`src/rtl/bwg_pkg.sv`:
```
`timescale 1ns/1ps
package bwg_pkg;

    localparam int unsigned CODE_W          = 2;
    localparam int unsigned SLOTS_PER_FIELD = 4;
    localparam int unsigned NUM_FIELDS      = 2;
    localparam int unsigned NUM_COLORS      = 4;
    localparam int unsigned NUM_PATHS       = 3;
    localparam int unsigned PAT_W           = CODE_W * SLOTS_PER_FIELD * NUM_FIELDS;

    typedef enum logic [CODE_W-1:0] {
        CC_R_YE  = 2'd0,
        CC_GR_CY = 2'd1,
        CC_GB_G  = 2'd2,
        CC_B_MG  = 2'd3
    } color_code_e;

    typedef enum int unsigned {
        PATH_MEM  = 0,
        PATH_PIPE = 1,
        PATH_STAT = 2
    } path_e;

    typedef struct packed {
        logic field;
        logic line_even;
        logic pix_even;
    } slot_pos_t;

    // Bit position of the 2-bit code for one position inside the pattern word.
    function automatic int unsigned slot_lsb(slot_pos_t p);
        int unsigned lsb;
        lsb = 0;
        if (p.field)     lsb = lsb + CODE_W * SLOTS_PER_FIELD;
        if (p.line_even) lsb = lsb + CODE_W * 2;
        if (p.pix_even)  lsb = lsb + CODE_W;
        return lsb;
    endfunction

endpackage

```
`src/rtl/bwg_pos_track.sv`:
```
`timescale 1ns/1ps
module bwg_pos_track
    import bwg_pkg::*;
(
    input  logic      clk,
    input  logic      rst,
    input  logic      pix_valid,
    input  logic      line_start,
    input  logic      frame_start,
    input  logic      field_id,
    output slot_pos_t pos
);

    logic line_odd_q, pix_odd_q, field_q;
    logic line_odd_d, pix_odd_d, field_d;

    // Strobes act on the pixel of the same cycle.
    always_comb begin
        field_d = frame_start ? field_id : field_q;
        if (frame_start)
            line_odd_d = 1'b1;
        else if (line_start)
            line_odd_d = ~line_odd_q;
        else
            line_odd_d = line_odd_q;
        pix_odd_d = (frame_start || line_start) ? 1'b1 : pix_odd_q;
    end

    always_ff @(posedge clk) begin
        if (rst) begin
            line_odd_q <= 1'b1;
            pix_odd_q  <= 1'b1;
            field_q    <= 1'b0;
        end else begin
            line_odd_q <= line_odd_d;
            pix_odd_q  <= pix_valid ? ~pix_odd_d : pix_odd_d;
            field_q    <= field_d;
        end
    end

    always_comb begin
        pos.field     = field_d;
        pos.line_even = ~line_odd_d;
        pos.pix_even  = ~pix_odd_d;
    end

endmodule

```
`src/rtl/bwg_gain_pick.sv`:
```
`timescale 1ns/1ps
module bwg_gain_pick
    import bwg_pkg::*;
#(
    parameter int GAIN_W = 12
) (
    input  logic [PAT_W-1:0]             pattern,
    input  slot_pos_t                    pos,
    input  logic [NUM_COLORS*GAIN_W-1:0] gains,
    output logic [GAIN_W-1:0]            gain
);

    color_code_e code;

    always_comb begin
        code = color_code_e'(pattern[slot_lsb(pos) +: CODE_W]);
        gain = gains[int'(code) * GAIN_W +: GAIN_W];
    end

endmodule

```
`src/rtl/bwg_scale.sv`:
```
`timescale 1ns/1ps
module bwg_scale #(
    parameter int PIX_W    = 12,
    parameter int GAIN_W   = 12,
    parameter int FRAC_W   = 9,
    parameter int SCALED_W = PIX_W + GAIN_W + 1 - FRAC_W
) (
    input  logic [PIX_W-1:0]    pix,
    input  logic [GAIN_W-1:0]   gain,
    output logic [SCALED_W-1:0] scaled
);

    localparam int PROD_W = PIX_W + GAIN_W + 1;
    localparam logic [PROD_W-1:0] HALF_LSB = PROD_W'(1) << (FRAC_W - 1);

    logic [PROD_W-1:0] prod;

    always_comb begin
        prod   = PROD_W'(pix) * PROD_W'(gain) + HALF_LSB;
        scaled = SCALED_W'(prod >> FRAC_W);
    end

endmodule

```
`src/rtl/bwg_lane.sv`:
```
`timescale 1ns/1ps
module bwg_lane #(
    parameter int PIX_W    = 12,
    parameter int OFS_W    = 12,
    parameter int SCALED_W = 16
) (
    input  logic [PIX_W-1:0]    pix,
    input  logic [SCALED_W-1:0] scaled,
    input  logic [OFS_W-1:0]    ofs,
    input  logic                gain_en,
    input  logic                ofs_en,
    output logic [PIX_W-1:0]    res
);

    localparam int WIDEST = (SCALED_W > OFS_W) ? ((SCALED_W > PIX_W) ? SCALED_W : PIX_W)
                                               : ((OFS_W > PIX_W) ? OFS_W : PIX_W);
    localparam int SUM_W  = WIDEST + 1;
    localparam logic [PIX_W-1:0] PIX_MAX = '1;

    logic [SUM_W-1:0] base, sum;

    always_comb begin
        base = gain_en ? SUM_W'(scaled) : SUM_W'(pix);
        sum  = base + (ofs_en ? SUM_W'(ofs) : SUM_W'(0));
        res  = (sum > SUM_W'(PIX_MAX)) ? PIX_MAX : sum[PIX_W-1:0];
    end

endmodule

```
`src/rtl/bayer_wb_gain.sv`:
```
`timescale 1ns/1ps
module bayer_wb_gain
    import bwg_pkg::*;
#(
    parameter int PIX_W       = 12,
    parameter int GAIN_INT_W  = 3,
    parameter int GAIN_FRAC_W = 9,
    parameter int OFS_W       = 12
) (
    input  logic                            clk,
    input  logic                            rst,
    input  logic                            pix_valid,
    input  logic                            line_start,
    input  logic                            frame_start,
    input  logic                            field_id,
    input  logic [PIX_W-1:0]                pix_in,
    input  logic [GAIN_INT_W+GAIN_FRAC_W-1:0] cfg_gain_r,
    input  logic [GAIN_INT_W+GAIN_FRAC_W-1:0] cfg_gain_gr,
    input  logic [GAIN_INT_W+GAIN_FRAC_W-1:0] cfg_gain_gb,
    input  logic [GAIN_INT_W+GAIN_FRAC_W-1:0] cfg_gain_b,
    input  logic [PAT_W-1:0]                cfg_color_pat,
    input  logic [OFS_W-1:0]                cfg_offset,
    input  logic [NUM_PATHS-1:0]            cfg_gain_en,
    input  logic [NUM_PATHS-1:0]            cfg_ofs_en,
    output logic                            out_valid,
    output logic [PIX_W-1:0]                out_mem,
    output logic [PIX_W-1:0]                out_pipe,
    output logic [PIX_W-1:0]                out_stat
);

    localparam int GAIN_W   = GAIN_INT_W + GAIN_FRAC_W;
    localparam int SCALED_W = PIX_W + GAIN_W + 1 - GAIN_FRAC_W;

    // Stage 0: position and gain selection
    slot_pos_t                     pos;
    logic [NUM_COLORS*GAIN_W-1:0]  gain_vec;
    logic [GAIN_W-1:0]             gain_sel;

    assign gain_vec = {cfg_gain_b, cfg_gain_gb, cfg_gain_gr, cfg_gain_r};

    bwg_pos_track i_pos (
        .clk        (clk),
        .rst        (rst),
        .pix_valid  (pix_valid),
        .line_start (line_start),
        .frame_start(frame_start),
        .field_id   (field_id),
        .pos        (pos)
    );

    bwg_gain_pick #(.GAIN_W(GAIN_W)) i_pick (
        .pattern(cfg_color_pat),
        .pos    (pos),
        .gains  (gain_vec),
        .gain   (gain_sel)
    );

    // Stage 1 registers
    logic              s1_valid;
    logic [PIX_W-1:0]  s1_pix;
    logic [GAIN_W-1:0] s1_gain;

    always_ff @(posedge clk) begin
        if (rst) begin
            s1_valid <= 1'b0;
            s1_pix   <= '0;
            s1_gain  <= '0;
        end else begin
            s1_valid <= pix_valid;
            if (pix_valid) begin
                s1_pix  <= pix_in;
                s1_gain <= gain_sel;
            end
        end
    end

    // Stage 2: one shared multiplier, per-path enable lanes
    logic [SCALED_W-1:0] scaled;
    logic [PIX_W-1:0]    lane_res [NUM_PATHS];
    logic [PIX_W-1:0]    out_q    [NUM_PATHS];

    bwg_scale #(
        .PIX_W   (PIX_W),
        .GAIN_W  (GAIN_W),
        .FRAC_W  (GAIN_FRAC_W),
        .SCALED_W(SCALED_W)
    ) i_scale (
        .pix   (s1_pix),
        .gain  (s1_gain),
        .scaled(scaled)
    );

    for (genvar p = 0; p < NUM_PATHS; p++) begin : g_path
        bwg_lane #(
            .PIX_W   (PIX_W),
            .OFS_W   (OFS_W),
            .SCALED_W(SCALED_W)
        ) i_lane (
            .pix    (s1_pix),
            .scaled (scaled),
            .ofs    (cfg_offset),
            .gain_en(cfg_gain_en[p]),
            .ofs_en (cfg_ofs_en[p]),
            .res    (lane_res[p])
        );

        always_ff @(posedge clk) begin
            if (rst)
                out_q[p] <= '0;
            else if (s1_valid)
                out_q[p] <= lane_res[p];
        end
    end

    always_ff @(posedge clk) begin
        if (rst)
            out_valid <= 1'b0;
        else
            out_valid <= s1_valid;
    end

    assign out_mem  = out_q[PATH_MEM];
    assign out_pipe = out_q[PATH_PIPE];
    assign out_stat = out_q[PATH_STAT];

endmodule

```
`config.mk`:
```
export PLATFORM = sky130hd
export DESIGN_NAME = bayer_wb_gain
export DESIGN_NICKNAME = d
export VERILOG_FILES = /design/src/rtl/bwg_pkg.sv /design/src/rtl/bwg_pos_track.sv /design/src/rtl/bwg_gain_pick.sv /design/src/rtl/bwg_scale.sv /design/src/rtl/bwg_lane.sv /design/src/rtl/bayer_wb_gain.sv
export SDC_FILE = /design/constraint.sdc
export NUM_CORES = 1
export LEC_CHECK = 0
export ABC_AREA = 1
export BUFFER_PORTS_ARGS = -buffer_cell sky130_fd_sc_hd__buf_2
export CAP_MARGIN = 0
export CORE_ASPECT_RATIO = 1.1
export CORE_MARGIN = 2
export CORE_UTILIZATION = 60
export DETAILED_ROUTE_END_ITERATION = 6
export GPL_ROUTABILITY_DRIVEN = 0
export GPL_TIMING_DRIVEN = 0
export PLACE_DENSITY = 0.79
export REMOVE_ABC_BUFFERS = 1
export SLEW_MARGIN = 10
export SYNTH_ARGS = -nofsm -noshare
export SYNTH_HDL_FRONTEND = slang
export SYNTH_SLANG_ARGS = --single-unit
```
`constraint.sdc`:
```
create_clock -name clk -period 11.7 [get_ports clk]
set_input_delay 0.585 -clock clk [delete_from_list [all_inputs] [get_ports clk]]
set_output_delay 0.585 -clock clk [all_outputs]
set_load 0.02 [all_outputs]
```
# Yosys cells after proc, flatten, opt, wreduce, memory -nomap -nowiden
# Memory sizes are Yosys's and may differ from the RTL's.
# Index checks and enable logic that the tools add are counted.
# word_totals
ramBits,36
mem_count,1
ff_bits,29
output_inout_bits,37
# memory_table
memory,words,width,read_ports,rd_ports_with_merged_regs,write_ports,line_no,source
out_q,3,12,3,0,3,bayer_wb_gain.sv:80,logic [PIX_W-1:0] out_q [NUM_PATHS];
# classes
n_lt_le_gt_ge,3
mul,2
addsub,6
n_reduce_logical,1
muxes,25
bitwise,5
n_shift,2
# op_table
operator,count
$mux 12,9
$mux 32,2
$add 17x17->17,3
$gt 17x12->1 const B,3
$mux 16,3
$shiftx 48x32->12,1
$shiftx 16x33->2,1
$add 32x2->32 const B,1
$add 24x9->25 const B,1
$mul 12x12->24,1
$mux 1,10
$add 4x3->5 const B,1
$mul 2x2->4 const B,1
$mux 4,1
$or 1x1->1,3
$not 1->1,2
$logic_or 1x1->1,1

# Longest topological paths before layout
# Gate-level depths: netlist of run 1.
# depth
ltp_word,9
depth_mapped,39
ltp_nobuf,37

# By module
# A second synthesis of run 1 with hierarchy kept.
# unflattened
hier_cells,1827
area_unflattened_um2,12214.2
# by_module_without_submodules
mod,n_inst,area_per_inst_um2,seq_area_each_um2,cells_each
bwg_scale,1,5102.4,0.0,703
bwg_lane,3,1224.9,0.0,219
bayer_wb_gain,1,2429.8,1601.5,271
bwg_gain_pick,1,854.6,0.0,173
bwg_pos_track,1,152.6,60.1,23

# Least setup slack after synthesis of run 1
# OpenSTA, ideal clock, no wires.
# synth_timing
kind,flip-flop to flip-flop
from,register s1_pix[0]
to,memory out_q[2][11] (data pin)
setup_time_ps,250
path_buffers,2
stages_incl_launch_ff,36
t_required_ps,11450
slack_ps,5216
period_less_slack_ps,6484
arrival_time_ps,6234
cell_sequence,dfxtp_1 -> clkbuf_1 -> nand2_1 -> fa_1 -> fa_1 -> inv_1 -> fa_1 -> fa_1 -> inv_1 -> fa_1 -> inv_1 -> ha_1 -> nand2_1 -> nand2_1 -> inv_1 -> o21ai_0 -> nand2_1 -> nand2_1 -> a21oi_1 -> nor2_1 -> nor2_1 -> inv_1 -> or2_2 -> nand3_1 -> nand2_1 -> ha_1 -> a21o_1 -> a31oi_1 -> nand2_1 -> a31oi_1 -> inv_1 -> nand2_1 -> buf_2 -> nand3_1 -> nand2_1 -> inv_1
# synth_rtl
element,line_no,source
from (decl),bayer_wb_gain.sv:60,logic [PIX_W-1:0] s1_pix;
from (signal assigned),bayer_wb_gain.sv:71,s1_pix <= pix_in;
to (decl),bayer_wb_gain.sv:80,

==> results of run 1 <==
## layer usage
metal,track usage,share of wire,vias to the layer above
met2,0.488,0.47,397
met3,0.0499,0.075,73
met5,0,0,-
met4,0.116,0.035,0
met1,0.386,0.42,4507
li1,-,-,4931
## metrics by stage
| stage | utilization | area (µm²) | cells | hold slack, ns | setup slack [ns] |
|---|---|---|---|---|---|
| floorplan | - | 10300 | 1499 | 0.535 | 5.29 |
| global placement | 0.660 | 11300 | 1869 | 0.578 | 4.10 |
| detailed placement | 0.663 | 11400 | 1871 | 0.587 | 4.11 |
| CTS | 0.680 | 11700 | 1887 | 0.459 | 4.08 |
| global route | 0.680 | 11700 | 1887 | 0.470 | 3.38 |
| finish | 0.680 | 11700 | 1887 | 0.460 | 3.98 |
## logic make-up (layout without fill, tap and decap cells)
group | Yosys count | after routing | synth area share
AOI/OAI and AO/OA | 169 | 169 | 0.0857
xor gates and xnor gates | 37 | 37 | 0.0306
adders and majority gates | 210 | 210 | 0.322
buffers and inverters | 409 | 506 | 0.149
DFF | 65 | 65 | 0.157
muxes | 1 | 1 | 0.000945
and+or+nand+nor | 665 | 665 | 0.256
## tightest hold or removal path, stage by stage
cell and delay, ns:
sky130_fd_sc_hd__buf_2 0.07, sky130_fd_sc_hd__nor2_1 0.03, sky130_fd_sc_hd__nor2_1 0.08
## final cells by class
type / count / area [µm²]
clock inverters: 6 / 57.6
well taps: 234 / 293
flip-flops and latches: 65 / 1660
repair buffers: 138 / 728
clock buffers: 10 / 229
fillers: 1557 / 5480
inverters: 352 / 1320
multi-input cells: 1082 / 7370
## sequential cells by signal, indices dropped and copies added, names as in the netlist
name	flops
i_pos.pix_odd_q	1
out_valid	1
i_pos.field_q	1
i_pos.line_odd_q	1
s1_pix	12
s1_gain	12
out_q	36
s1_valid	1
## cells in the final DEF (no fill, tap or decap), types with 36 or more instances in the layout
cell type                  instances
sky130_fd_sc_hd__nand2_1         419
sky130_fd_sc_hd__nand3_1          77
sky130_fd_sc_hd__fa_1            104
sky130_fd_sc_hd__edfxtp_1         36
sky130_fd_sc_hd__nor2_1          126
sky130_fd_sc_hd__inv_1           346
sky130_fd_sc_hd__o21ai_0          79
sky130_fd_sc_hd__buf_2           136
sky130_fd_sc_hd__a21oi_1          50
sky130_fd_sc_hd__ha_1            106
## final timing paths
path,cells after the start,start,to,slack [ns]
max reg2reg,30,s1_pix[7]$_SDFFE_PP0P_,out_q[1][1]$_SDFFCE_PN0P_,3.98
min reg2reg,2,i_pos.field_q$_SDFF_PP0_,i_pos.field_q$_SDFF_PP0_,0.60
max,30,s1_pix[7]$_SDFFE_PP0P_,out_q[1][1]$_SDFFCE_PN0P_,3.98
min,3,pix_in[9],s1_pix[9]$_SDFFE_PP0P_,0.46
## report_power, final
group          internal, µW  total (µW)  switching, µW  leakage, µW
Combinational           270         720            449      0.00638
Sequential              265         307           41.9     0.000625
Clock                   164         273            109     0.000147
Total                   700        1300            600      0.00715
==> run summary, run 1 <==
In the synthesized netlist the dominant register cell turns out to be sky130_fd_sc_hd__edfxtp_1. Counting every instance in the synthesized netlist gives 1556. The post-synthesis sequential area ratio is 0.157.

For this design, the slowest cell found on the critical path is sky130_fd_sc_hd__dfxtp_1. The max capacitance violation total came out at 0. The final reports fail on DRC.

From left edge to right edge, the die measures 131 µm. The final routed wire length divided by cell count came out at 13.9 µm. The area fraction of the dominant cell type after synthesis is 0.197. The run finished, with violations left. Number of DRC markers in iteration 0: 806. The initial core utilization was 0.618.

The setup TNS after final layout is 0 ns, and the count of unique library cells instantiated by Yosys is 42. From bottom edge to top edge, the die measures 143 µm. The transition time of the tightest slew-check pin is 0.911 ns. The cell class contributing the biggest share of worst-path delay is adder cells.

The fraction of layout cells with a size suffix above 1 works out to 0.103. The synthesized design contains 36 enable-type register cells. For this run, the top clock speed supported by timing is 129 MHz.

The via count normalized by instance count is 5.25. Most numerous cell in the Yosys netlist: sky130_fd_sc_hd__nand2_1. The number of flip-flops and latches in the synthesized netlist works out to 65. The first-pass iteration count of the detailed router came out at 7. Clock tree synthesis inserted a total of 9 buffers. The worst setup path is launched from a flop. For this design the ratio of total power to cell area is 111 nW/µm².

After clock tree synthesis, the repair step resized 0 gates. The worst setup path is of the reg2reg kind. Once the clock tree was built, the setup fixing pass inserted 0 buffers. The largest net degree at the start of global routing came out at 35. The hold violation count in the final report is 0. The run gives 9908 as the detailed-route via count. The mapped netlist covers 10600 µm². A synthesized cell averages 6.81 µm². In this run, post-CTS hold repair placed 0 buffers. The maximum single-stage delay on the critical path is 0.90 ns, and the DRC violation count after routing is 2. The number of warnings issued by yosys is 0, and the post-detailed-route count of antenna-violating nets is 0. The part of the cycle the worst path needs is 0.660. Initial antenna violation count: 0.

The worst-case IR drop observed on VDD is 104 µV. After detailed routing, the total wire length is 26.2 mm. The clock transition time at the flip-flop clock pins of the worst setup and hold paths works out to 0.06 ns.

Relative to the synthesized area, the layout overhead comes to 10.1%. The wire length of the first global-routing pass is 43.5 mm. The overall global routing resource usage came out at 0.295. The run gives 0.392 as the worst relative slew slack. The number of antenna repair diodes came out at 0. The most common cell type on the critical path is sky130_fd_sc_hd__inv_1. The logs give 9111 for the number of global-route vias before repair and 18700 µm² for the area enclosed by the die boundary. 137 I/O pins were placed. At the end of the flow, the number of nets in the layout was 1958.

Share of async-settable or async-resettable flops after synthesis: 0. TritonCTS built the clock tree. The core region is 17100 µm². The worst hold path belongs to the class in2reg.

Input and output buffers added on the ports amount to 136. In this run the number of H-tree levels came out at 3. Between clock sinks in the finished design, the worst skew comes to 0.00998 ns. The run gives 11.92 ns as the worst endpoint required time.

Clock latency on the worst-skew pair, taken at its later pin, is 0.34 ns. Of all cell types, the one taking the most synthesized area is sky130_fd_sc_hd__fa_1. Number of slew-limit violations in the final report: 0.

The overall power consumption was 1300 µW; the post-layout minimum cycle time was 7.72 ns. Summed over all cells, the static leakage comes to 0.00715 µW. The critical path contains buffers and inverters numbering 7 combined. The wire-length estimate of the detail-placed layout is 20.3 mm. The floorplan row count was 50.

Setup repair after global routing left no endpoint under its margin. After global routing the overflow that remains totals 0. The signal arrival time at the worst endpoint is 7.94 ns. Yosys attributes the largest share of cell area to sky130_fd_sc_hd__fa_1, sky130_fd_sc_hd__nand2_1, sky130_fd_sc_hd__ha_1. The maximum fanout count along the critical path came out at 16.

CTS root buffer: sky130_fd_sc_hd__clkbuf_16. The critical path capture point type was a flop. The clock passes through at most 2 buffers. Counting instances in the post-synthesis netlist gives the leading cell types as sky130_fd_sc_hd__nand2_1, sky130_fd_sc_hd__inv_1, sky130_fd_sc_hd__nor2_1.

The number of clock sinks was 65. For the setup violation total in the final timing report, the log shows 0.
(Power assumes the default switching activity.)
==> run 2, diff against run 1 <==
- ABC_AREA: 1 -> 0
- CORE_UTILIZATION: 60 -> 55
- PLACE_DENSITY: 0.79 -> 0.77
- clock period: 11.7 -> 6.8 ns (I/O delays scaled with it)
==> run 2 against run 1 <==
Net effect:
- the run ends with setup timing left
- power is 58% higher
- register-to-register slack worse by 4.5 ns
- sequential cell count stayed put
- critical endpoint is now out_q[2][11]$_SDFFCE_PN0P_
==> run summary, run 2 <==
The final reports fail on setup timing. The H-tree was split into 3 levels. The flow ran to the end, but the final reports show violations. Via count normalized by instance count: 6.20. The most common cell type on the critical path was sky130_fd_sc_hd__fa_1.

The number of slew-limit violations in the final report is 0, and the width of the chip is 133 µm. Across all layers, the routed design uses 9498 vias. The start-to-end type of the worst setup path was reg2reg.

The maximum single-stage delay on the critical path is 0.57 ns. Summed over all cells, the static leakage comes to 0.00627 µW. The overall die height is 145 µm, and the DRC violation count after routing is 0. The largest registers in the layout are out_q x36, s1_gain x12, s1_pix x12. The hold buffer count at cts was 0; the number of flip-flops and latches in the synthesized netlist was 65.

The commonest cells after synthesis are sky130_fd_sc_hd__inv_1, sky130_fd_sc_hd__nand2_1, sky130_fd_sc_hd__ha_1. For the worst setup path, the data required time is 6.87 ns. TritonCTS built the clock tree.

Counting the fill cells in the layout gives 1139. The initial core utilization was 0.564; the post-detailed-route count of antenna-violating nets was 0. Pin placement for this block handled 137 I/O pins.

The final layout contains 1599 nets. The logs give 10000 µm² for the post-synthesis instance area and 7.36 ns for the signal arrival time at the worst endpoint. The largest net degree at the start of global routing was 37.

The met2 usage is 0.567. The top achievable clock speed is 137 MHz. The post-synthesis sequential area ratio came out at 0.166.

The hold violation count in the final report is 0. The fraction of met3 tracks used by global routing was 0.0557; the post-layout minimum cycle time was 7.29 ns. The worst-case IR drop observed on VDD is 180 µV. The primary flip-flop cell chosen by synthesis mapping is sky130_fd_sc_hd__edfxtp_1. The total power density per cell area came out at 159 nW/µm².

The transition time of the tightest slew-check pin came out at 0.864 ns. Setup violations remaining at the end of the flow were counted as 36. Setup repair after global routing could not meet its margin everywhere. The slowest cell on the critical path was sky130_fd_sc_hd__fa_1. At the placement stage, the worst setup path has a slack of -1.80 ns. The initial antenna violation count was 0. The floorplan has 51 rows.

The number of cells on the worst reg-to-reg path was 30. The area overhead of the layout relative to synthesis is 29.0%. Each instance of the synthesized netlist takes up on average 9.10 µm².

Clock-pin slew was measured on the worst setup and hold paths at 0.06 ns. Share of async-settable or async-resettable flops after synthesis: 0. The number of clock sinks was 65; the met1 track demand over resource was 0.387. Fraction of layout cells with a size suffix above 1: 0.344.

Total power for the finished layout comes to 2060 µW. Clock tree synthesis inserted a total of 9 buffers. The area fraction of the dominant cell type after synthesis is 0.208, and the number of DRC markers in iteration 0 is 884. For the number of antenna repair diodes, the log shows 0. The tools report the final setup skew as 0.00970 ns. The register with the most flip-flops in the layout has 36 of them.

The library cells used most frequently in the layout, excluding fill and tap cells, are sky130_fd_sc_hd__inv_1, sky130_fd_sc_hd__buf_2, sky130_fd_sc_hd__nand2_1. Dividing the detail-routed wire length by the instance count gives 21.6 µm. Most flop-heavy register: out_q. For this run, the detailed router's first-pass iteration total came to 5. The most numerous cell in the Yosys netlist was sky130_fd_sc_hd__inv_1. Across the run, the number of max-cap violations was 0. The number of warnings issued by yosys is 0, and the core region area is 17700 µm². The leading area contributor after synthesis is sky130_fd_sc_hd__fa_1. The run gives 0.421 as the worst relative slew slack.

After detailed routing, the total wire length is 33.0 mm. The tools report the placed wire-length estimate as 19.1 mm. The type of the most critical hold path is in2reg.

The later pin in the worst-skew pair is clocked with a latency of 0.36 ns. The first global-routing pass estimated 50.4 mm of wire. The least setup slack across all paths after layout was -0.490 ns; the depth of the worst hold-timing path was 3. The run gives 0.327 as the overall global routing resource usage. The critical path startpoint category is a flop. Yosys mapped a number of flops with a built-in enable equal to 36.

The floorplan step defined a die boundary enclosing 19300 µm². The tools report the number of global-route vias before repair as 9848. The clock passes through at most 2 buffers. For the final routed database, the setup TNS stands at -15.85 ns.

The number of buffers added on ports is 136. Remaining global-route overflow: 0. In the synthesized netlist, the number of instances is 1100.

The part of the cycle the worst path needs came out at 1.07. The tools report the critical path capture point type as a flop. By area the synthesized netlist is led by sky130_fd_sc_hd__fa_1, sky130_fd_sc_hd__ha_1, sky130_fd_sc_hd__edfxtp_1. In this run the clock root is driven by a sky130_fd_sc_hd__clkbuf_16.

Leaving out fill and tap cells, the most frequent cell in the layout is sky130_fd_sc_hd__inv_1. The global routing stage identified its most utilized layer as met2. The synthesized netlist contains 61 unique library cells.

The maximum fanout count along the critical path was 6.
run 2: cell types whose count changed after synthesis, sizes merged, moves of 13 or more:
cell	before	now
nand2	421	109
mux2	0	34
a211oi	0	13
inv	351	142
nor2	130	50
o22ai	0	21
o211ai	0	13
and2	1	100
nand4	21	6
nand3	78	11
a21oi	50	33
o21ai	93	29
mux2i	1	69
run 2: cell families after synthesis:
logic type | share of synthesized area
simple gates | 0.164
fa+ha+maj | 0.341
buf+inv | 0.0793
compound gates | 0.111
mux | 0.107
flops | 0.166
xor+xnor | 0.0315
run 2: where the power goes:
| part | internal (µW) | total (µW) | leakage [µW] | switching [µW] |
|---|---|---|---|---|
| Clock | 259 | 455 | 0.000137 | 196 |
| Combinational | 500 | 1100 | 0.00550 | 604 |
| Sequential | 452 | 498 | 0.000638 | 46.1 |
| Total | 1210 | 2060 | 0.00627 | 845 |
run 2: repair_timing:
item / in CTS / in global routing
setup buffers: 81 / 14
setup endpoints to repair: 36 / 36
pin swaps: 91 / 36
gates resized for setup: 206 / 30
gates cloned: 3 / 0
run 2: metrics by stage:
| stage | hold slack [ns] | utilization | cells | instance area (µm²) |
|---|---|---|---|---|
| 6_report | 0.219 | 0.728 | 1532 | 12900 |
| 4_1_cts | 0.225 | 0.714 | 1519 | 12700 |
| 5_1_grt | 0.249 | 0.728 | 1532 | 12900 |
| 3_5_place_dp | 0.579 | 0.605 | 1419 | 10700 |
| 3_3_place_gp | 0.561 | 0.605 | 1418 | 10700 |
| 2_1_floorplan | 0.412 | - | 1044 | 9750 |
run 2: metal layers:
metal,vias to the layer above,part of all wire
li1,4049,-
met1,4582,0.35
met2,664,0.48
met3,203,0.090
met4,0,0.077
met5,-,0
run 2: cell type report:
type / instances / area (µm²) / area share
inverters: 142 / 533 / 0.0413
clock buffers: 11 / 243 / 0.0188
multi-input cells: 837 / 8470 / 0.656
well taps: 238 / 298 / 0.0231
clock inverters: 5 / 38.8 / 0.00300
repair buffers: 234 / 1580 / 0.122
flip-flops and latches: 65 / 1740 / 0.135
run 2: worst max-delay path, delay by kind of cell (launching register included):
family	cells	cell delay (ns)
xor+xnor	1	0.16
compound gates	12	1.98
flops	1	0.41
buf+inv	7	0.81
simple gates	3	0.56
fa+ha+maj	7	3.10
run 2: final timing paths:
kind                            startpoint  slack, ns                    endpoint
setup / recovery   s1_gain[3]$_SDFFE_PP0P_      -0.49  out_q[2][11]$_SDFFCE_PN0P_
hold / removal                   pix_in[2]       0.22      s1_pix[2]$_SDFFE_PP0P_
setup reg to reg   s1_gain[3]$_SDFFE_PP0P_      -0.49  out_q[2][11]$_SDFFCE_PN0P_
hold reg to reg   s1_gain[11]$_SDFFE_PP0P_       0.56    s1_gain[11]$_SDFFE_PP0P_
